--- src/rtl/nef_pkg.sv ---
package nef_pkg;
    localparam int NEF_SW = 12;
    localparam int NEF_DW = NEF_SW + 4;

    typedef logic [NEF_SW-1:0]        smp_t;
    typedef logic signed [NEF_DW-1:0] acc_t;

    typedef struct packed {
        smp_t p1;
        smp_t p0;
        smp_t q0;
        smp_t q1;
    } quad_t;

    // zero-extend a sample into the signed working width
    function automatic acc_t widen(input smp_t s);
        return $signed({{(NEF_DW-NEF_SW){1'b0}}, s});
    endfunction

    function automatic acc_t sclip(input acc_t v, input acc_t lo, input acc_t hi);
        if (v < lo) return lo;
        if (v > hi) return hi;
        return v;
    endfunction

    function automatic smp_t uclip(input acc_t v, input acc_t hi);
        if (v < acc_t'(0)) return '0;
        if (v > hi) return hi[NEF_SW-1:0];
        return v[NEF_SW-1:0];
    endfunction
endpackage

--- src/rtl/nef_delta.sv ---
// Correction value and the two rounded inner taps.
module nef_delta
    import nef_pkg::*;
(
    input  quad_t px,
    input  logic  hev,
    input  logic  mask,
    input  logic  d12,
    output acc_t  f1,
    output acc_t  f2
);
    localparam acc_t MAX_LO = acc_t'(2**(NEF_SW-3) - 1);
    localparam acc_t MAX_HI = acc_t'(2**(NEF_SW-1) - 1);
    localparam acc_t K1 = acc_t'(1);
    localparam acc_t K3 = acc_t'(3);
    localparam acc_t K4 = acc_t'(4);

    typedef struct packed {
        acc_t smax;
        acc_t smin;
        acc_t outer;
        acc_t base;
        acc_t corr;
        acc_t r4;
        acc_t r3;
    } delta_t;

    delta_t dl_d;

    always_comb begin
        dl_d.smax  = d12 ? MAX_HI : MAX_LO;
        dl_d.smin  = -dl_d.smax - K1;
        dl_d.outer = hev ? sclip(widen(px.p1) - widen(px.q1), dl_d.smin, dl_d.smax) : '0;
        dl_d.base  = K3 * (widen(px.q0) - widen(px.p0)) + dl_d.outer;
        dl_d.corr  = mask ? sclip(dl_d.base, dl_d.smin, dl_d.smax) : '0;
        dl_d.r4    = (dl_d.corr + K4 > dl_d.smax) ? dl_d.smax : dl_d.corr + K4;
        dl_d.r3    = (dl_d.corr + K3 > dl_d.smax) ? dl_d.smax : dl_d.corr + K3;
    end

    assign f1 = dl_d.r4 >>> 3;
    assign f2 = dl_d.r3 >>> 3;
endmodule

--- src/rtl/nef_apply.sv ---
// Applies the taps to the four samples with unsigned clamping.
module nef_apply
    import nef_pkg::*;
(
    input  quad_t px,
    input  acc_t  f1,
    input  acc_t  f2,
    input  logic  hev,
    input  logic  d12,
    output quad_t py
);
    localparam acc_t UMAX_LO = acc_t'(2**(NEF_SW-2) - 1);
    localparam acc_t UMAX_HI = acc_t'(2**NEF_SW - 1);
    localparam acc_t K1 = acc_t'(1);

    acc_t umax;
    acc_t half;

    always_comb begin
        umax  = d12 ? UMAX_HI : UMAX_LO;
        half  = (f1 + K1) >>> 1;
        py.q0 = uclip(widen(px.q0) - f1, umax);
        py.p0 = uclip(widen(px.p0) + f2, umax);
        if (hev) begin
            py.p1 = px.p1;
            py.q1 = px.q1;
        end else begin
            py.p1 = uclip(widen(px.p1) + half, umax);
            py.q1 = uclip(widen(px.q1) - half, umax);
        end
    end
endmodule

--- src/rtl/nef_edge4.sv ---
module nef_edge4
    import nef_pkg::*;
#(
    parameter bit PIPE_EN = 1'b1
) (
    input  logic              clk,
    input  logic              rst_n,
    input  logic [NEF_SW-1:0] p1_i,
    input  logic [NEF_SW-1:0] p0_i,
    input  logic [NEF_SW-1:0] q0_i,
    input  logic [NEF_SW-1:0] q1_i,
    input  logic              hev_i,
    input  logic              mask_i,
    input  logic              depth12_i,
    output logic [NEF_SW-1:0] p1_o,
    output logic [NEF_SW-1:0] p0_o,
    output logic [NEF_SW-1:0] q0_o,
    output logic [NEF_SW-1:0] q1_o
);
    localparam smp_t UMAX_LO = smp_t'(2**(NEF_SW-2) - 1);

    quad_t in_w;
    quad_t out_d;
    quad_t out_q;
    acc_t  f1_w;
    acc_t  f2_w;
    logic  in_ok;

    assign in_w = {p1_i, p0_i, q0_i, q1_i};

    nef_delta u_delta (
        .px   (in_w),
        .hev  (hev_i),
        .mask (mask_i),
        .d12  (depth12_i),
        .f1   (f1_w),
        .f2   (f2_w)
    );

    nef_apply u_apply (
        .px  (in_w),
        .f1  (f1_w),
        .f2  (f2_w),
        .hev (hev_i),
        .d12 (depth12_i),
        .py  (out_d)
    );

    generate
        if (PIPE_EN) begin : g_reg
            always_ff @(posedge clk or negedge rst_n) begin
                if (!rst_n) out_q <= '0;
                else        out_q <= out_d;
            end
        end else begin : g_wire
            assign out_q = out_d;
        end
    endgenerate

    assign p1_o = out_q.p1;
    assign p0_o = out_q.p0;
    assign q0_o = out_q.q0;
    assign q1_o = out_q.q1;

    // inputs legal for the selected depth
    assign in_ok = depth12_i ||
                   (p1_i[NEF_SW-1 -: 2] == 2'b00 && p0_i[NEF_SW-1 -: 2] == 2'b00 &&
                    q0_i[NEF_SW-1 -: 2] == 2'b00 && q1_i[NEF_SW-1 -: 2] == 2'b00);

    assert_hev_hold_R8: assert property (@(posedge clk) disable iff (!rst_n)
        hev_i |-> (out_d.p1 == p1_i && out_d.q1 == q1_i));

    assert_mask_idle_R3: assert property (@(posedge clk) disable iff (!rst_n)
        (!mask_i && in_ok) |-> (out_d == in_w));

    assert_tap_gap_R5: assert property (@(posedge clk) disable iff (!rst_n)
        (f1_w == f2_w) || (f1_w == f2_w + acc_t'(1)));

    assert_range_R9: assert property (@(posedge clk) disable iff (!rst_n)
        (in_ok && !depth12_i) |-> (out_d.p1 <= UMAX_LO && out_d.p0 <= UMAX_LO &&
                                   out_d.q0 <= UMAX_LO && out_d.q1 <= UMAX_LO));
endmodule

--- config.mk ---
export PLATFORM = sky130hd
export DESIGN_NAME = nef_edge4
export DESIGN_NICKNAME = d
export VERILOG_FILES = /design/src/rtl/nef_pkg.sv /design/src/rtl/nef_delta.sv /design/src/rtl/nef_apply.sv /design/src/rtl/nef_edge4.sv
export SDC_FILE = /design/constraint.sdc
export NUM_CORES = 1
export LEC_CHECK = 0
export ABC_AREA = 0
export BUFFER_PORTS_ARGS = -buffer_cell sky130_fd_sc_hd__buf_4
export CORE_MARGIN = 5
export CORE_UTILIZATION = 49
export DETAILED_ROUTE_END_ITERATION = 8
export PLACE_DENSITY = 0.79
export SLEW_MARGIN = 20
export SYNTH_ARGS = -nofsm -noshare
export SYNTH_HDL_FRONTEND = slang
export SYNTH_HIERARCHICAL = 1
export SYNTH_SLANG_ARGS = --single-unit
--- constraint.sdc ---
create_clock -name clk -period 0.8 [get_ports clk]
set_clock_uncertainty 0.1 [all_clocks]
set_input_delay 0.08 -clock clk [delete_from_list [all_inputs] [get_ports clk]]
set_output_delay 0.08 -clock clk [all_outputs]
set_load 0.05 [all_outputs]
==> results of run 1 <==
## timing repair
action | 4_1_cts
endpoints found under the setup margin | 96
gates cloned | 1
hold buffers | 1
endpoints found under the hold margin | 48
pin swaps | 87
resized for setup | 160
buffers inserted | 36
## logic make-up after synthesis
| group | share of synthesized area |
|---|---|
| compound gates | 0.253 |
| fa+ha+maj | 0.217 |
| xor+xnor | 0.0820 |
| flops | 0.134 |
| mux | 0.0192 |
| simple gates | 0.216 |
| buf+inv | 0.0786 |
## per-stage QoR
stage,utilization,std cells
after CTS,0.819,1954
after detailed placement,0.751,1910
after global placement,0.751,1910
after floorplan,-,1166
## metal layers
metal / track usage / overflow
met1: 0.733 / 3
met2: 0.898 / 46
met3: 0.690 / 6
met4: 0.740 / 33
met5: 0.355 / 0
==> impl_results.md, run 1 <==
* Maximum number of pins on one net before global-route repair at 29
* Main synth FF type: sky130_fd_sc_hd__dfrtp_1
* Result of the run: did not finish
* Share of the yosys chip area belonging to registers at 0.134
* Pre-CTS setup slack at -12290 ps
* Number of CTS-inserted buffers at 5
* Cell row count at 49
* Syn Area/Cell at 7.70 um^2
* DP HPWL at a little under 30000 um
* Die Y at 145 um
* Error that stopped the run: [ERROR GRT-0232] Routing congestion too high. Check the congestion heatmap in the GUI.
* CTS H-tree depth at 2
* Share of synthesized registers carrying an async set or reset at 1.00
* Most frequently used cell type in the post-synthesis netlist: sky130_fd_sc_hd__inv_1
* Number of flops mapped to enable cells by yosys at 0
* Number of warnings reported in the yosys synthesis log at 6
* Dominant cells by area after synthesis: sky130_fd_sc_hd__ha_1 18%, sky130_fd_sc_hd__dfrtp_1 13%, sky130_fd_sc_hd__xnor2_1 5.8%, sky130_fd_sc_hd__inv_1 5.7%, sky130_fd_sc_hd__a21oi_1 4.7%
* Clock Tree Root: sky130_fd_sc_hd__clkbuf_16
* Halt point of the flow: 5_1_grt
* Effective utilization at floorplan at 0.498
* Total nets after synthesis at 1364
* Count of state elements after synthesis at 48
* Most area-hungry cell type in the Yosys netlist: sky130_fd_sc_hd__ha_1
* Die outline width at 145 um
* Mapped cell area at 8970 um^2
* Synthesized instance count at 1166
* Worst endpoint kind after the last repair: register data pin
* Synth top area share at 0.177
* Number of buffer cells added on primary ports at 100
* Post-placement cell area at 13500 um^2
* Final weighted congestion of routability-driven global placement at approximately 0.98
* Top Ports at 101
* Remaining Overflow, GRT at 88
* Global routing usage summed across all routing layers at 0.761
* Initial antenna violation count at 9
* Maximum clock path buffer count at 2
* Most frequent cells after synthesis: 137 x sky130_fd_sc_hd__inv_1, 127 x sky130_fd_sc_hd__ha_1, 92 x sky130_fd_sc_hd__nand2_1
* GRT repair_timing worst endpoint: p1_o[6]$_DFF_PN0_/D
* Distinct cells, synth at 101
* Num Clock Sinks at 48
==> run 2: changes to the inputs <==
Settings changed: CORE_UTILIZATION 49 to 34, PLACE_DENSITY 0.79 to unset, PLACE_DENSITY_LB_ADDON set to 0.15.
Clock period 0.8 ns to 1 ns, I/O delays scaled along.
==> run 2 against run 1 <==
Net effect: synthesized cell count stayed put; the flow now finishes, with violations (negative setup slack); synthesized area unchanged.
==> impl_results.md, run 2 <==
* Result of the run: finished with violations (was did not finish)
* Violations in the final reports: negative setup slack
* Cell type group with the largest total delay on the critical path: compound AO/OA/AOI/OAI gates
* Post-Synth Adder-Cell Area at 0.217 (unchanged)
* Endpoint of the worst hold-timing path: q1_o[4]$_DFF_PN0_
* Crit path max-delay cell type: sky130_fd_sc_hd__fa_1
* Buffer and inverter count on the worst path at 17
* Wire length per cell at 16.2 um
* Slowest cell delay on critical path at ~550 ps
* Compound-Gate Fraction of Synth Area at 0.253 (unchanged)
* Starting DRC count in detailed routing at 468
* Dominant cells by area after synthesis: sky130_fd_sc_hd__ha_1 18%, sky130_fd_sc_hd__dfrtp_1 13%, sky130_fd_sc_hd__xnor2_1 5.8%, sky130_fd_sc_hd__inv_1 5.7%, sky130_fd_sc_hd__a21oi_1 4.7% (unchanged)
* Most common cell after layout, fill and taps aside: sky130_fd_sc_hd__buf_4
* Remaining Overflow, GRT at 0
* DRC violation count after routing at 0
* Clock Tree Root: sky130_fd_sc_hd__clkbuf_16 (unchanged)
* Final weighted congestion of routability-driven global placement at 0.921 (was 0.977)
* Hold path cells at 4
* Post-detailed-route count of antenna-violating nets at 0
* Core Area at 26100 um^2
* Final setup violating endpoints at 96
* Arrival time reported for the critical path endpoint at 12520 ps
* Launch instance of the worst min-delay path: q1_i[4]
* Most frequently used cell type in the post-synthesis netlist: sky130_fd_sc_hd__inv_1 (unchanged)
* Share of the yosys chip area belonging to registers at 0.134 (unchanged)
* TritonCTS clock tree: yes
* Final Critical Period at 12450 ps
* Vias after detailed routing at 10584
* DP HPWL at 27900 um (was 29400 um)
* Synthesized instance count at 1166 (unchanged)
* Layout cells sized above 1 at 0.463
* CTS H-tree depth at 2 (unchanged)
* Most used cells in the layout excluding fill and tap cells: 559 x sky130_fd_sc_hd__buf_4, 130 x sky130_fd_sc_hd__inv_1, 106 x sky130_fd_sc_hd__ha_1
* Mapped cell area at 8970 um^2 (unchanged)
* Total nets after synthesis at 1364 (unchanged)
* Total of fill cells in the finished design at 2343
* Part of the cycle the worst path needs at 12.5
* Pre-CTS setup slack at -12000 ps (was -12290 ps)
* Startpoint type of the worst setup path: input port
* Highest metal used: met4
* Clock transition at the register clock pins on the worst setup and hold paths after CTS at 70 ps
* Total count of hold-check failures in the final report at 0
* Share of synthesized registers carrying an async set or reset at 1.00 (unchanged)
* Worst setup path class: input port to flop
* Endpoint type of the worst setup path: flop
* Final hold slack at 46.7 ps
* Number of flops mapped to enable cells by yosys at 0 (unchanged)
* CP most frequent cell: sky130_fd_sc_hd__buf_4
* Wire length of the first global-routing pass at 53300 um
* Cell row count at 59 (was 49)
* Main combinational cell family by area after synthesis: compound AO/OA/AOI/OAI gates (unchanged)
* Most frequent cells after synthesis: 137 x sky130_fd_sc_hd__inv_1, 127 x sky130_fd_sc_hd__ha_1, 92 x sky130_fd_sc_hd__nand2_1 (unchanged)
* Area added between synthesis and finish at 70.6%
* Router iterations before antenna repair at 5
* Remaining max-slew budget at the tightest pin at 0.670
* Util after Layout at 0.588
* Wire length on met3 at 1510 um
* Syn Area/Cell at 7.70 um^2 (unchanged)
* Number of warnings reported in the yosys synthesis log at 6 (unchanged)
* Most area-hungry cell type in the Yosys netlist: sky130_fd_sc_hd__ha_1 (unchanged)
* Initial antenna violation count at 0
* Count of state elements after synthesis at 48 (unchanged)
* Slew of the pin with the lowest slew margin at 490 ps
* Top Ports at 101 (unchanged)
* Setup repair after global routing missed its margin: yes
* Data required, critical path at 1070 ps
* Number of buffer cells added on primary ports at 100 (unchanged)
* DIE AREA at 29700 um^2
* Antenna Cells at 0
* Maximum number of pins on one net before global-route repair at 34
* Average via count per standard cell at 5.06
* Portion of netlist area occupied by mux cells at 0.0192 (unchanged)
* Die outline width at 172 um (was 145 um)
* Synth top area share at 0.177 (unchanged)
* Global routing usage summed across all routing layers at 0.222
* Number of CTS-inserted buffers at 5 (unchanged)
* Total length of routed wires at 33800 um
* CP max FO at 8
* Distinct cells, synth at 101 (unchanged)
* Fin. max-slew vios at 0
* Path class of the lowest-slack min-delay path: input port to flop
* Worst Slack Setup Final at -11450 ps
* Main synth FF type: sky130_fd_sc_hd__dfrtp_1 (unchanged)
* Max-cap violation count at 0
* Count of nets after finishing at between 1500 and 2000
* Routed wire length on met2 at between 15000 and 20000 um
* Post-Route M1 WL at 15400 um
* Die Y at 172 um (was 145 um)
* Num Clock Sinks at 48 (unchanged)
* XOR/XNOR Fraction of Synth Area at 0.0820 (unchanged)
* Fmax achieved at between 80 and 90 MHz
* Effective utilization at floorplan at 0.344 (was 0.498)
* Vias in the first global route at between 10000 and 15000
* Share of synthesized cell area in and, or, nand and nor gates at 0.216 (unchanged)
* Maximum clock path buffer count at 2 (unchanged)
run 2: cell counts after synthesis:
No cell type changed its count.
run 2: final cells by class:
class                           count  area (um^2)  share of cell area
Sequential cell                    48         1200              0.0785
Clock inverter                      2         60.1             0.00392
Timing Repair Buffer              620         4900               0.320
Clock buffer                        5          125             0.00817
Multi-Input combinational cell    945         8070               0.527
Tap cell                          335          419              0.0274
Inverter                          137          534              0.0349
run 2: layer usage:
metal,vias up,GRT usage
met2,262,0.391
met4,0,0.0410
li1,5348,-
met1,4934,0.300
met3,40,0.0206
met5,-,0
run 2: stage by stage:
stage                     area, um^2  cells  TNS, ps
final                          15300   2092  -522260
after global routing           15300   2092  -549060
after CTS                      14800   2075  -512530
after detailed placement       13800   2031  -549410
after global placement         13800   2031  -533900
after floorplan                 9310   1166  -520210
run 2: logic make-up (layout without fill, tap and decap cells):
family | Yosys count | after routing
AO/OA/AOI/OAI | 326 | 327
AND/OR/NAND/NOR | 372 | 373
adder cells (fa/ha/maj) | 145 | 145
buffers and inverters | 175 | 764
flip-flops | 48 | 48
XOR/XNOR | 84 | 84
multiplexers | 16 | 16
run 2: timing repair:
action / in CTS / in global routing
hold buffers: 2 / 0
cloned: 2 / 0
pin swaps: 55 / 54
gates resized for setup: 133 / 80
setup endpoints to repair: 96 / 96
buffers inserted: 34 / 17
hold endpoints to repair: 49 / 0
run 2: worst max-delay path by stage:
stage | start | end | cells after the start
finish | p1_i[0] | q1_o[10]$_DFF_PN0_ | 68
global route | p1_i[0] | q1_o[6]$_DFF_PN0_ | 68
CTS | p1_i[0] | p1_o[0]$_DFF_PN0_ | 66
detailed placement | p1_i[0] | q1_o[10]$_DFF_PN0_ | 66
global placement | p1_i[0] | p1_o[1]$_DFF_PN0_ | 67
floorplan | p1_i[0] | q1_o[10]$_DFF_PN0_ | 69
Power of run 2 is left out: the tool's default activity adds up to more than one toggle a clock period on the data nets, which glitch-free logic cannot reach.
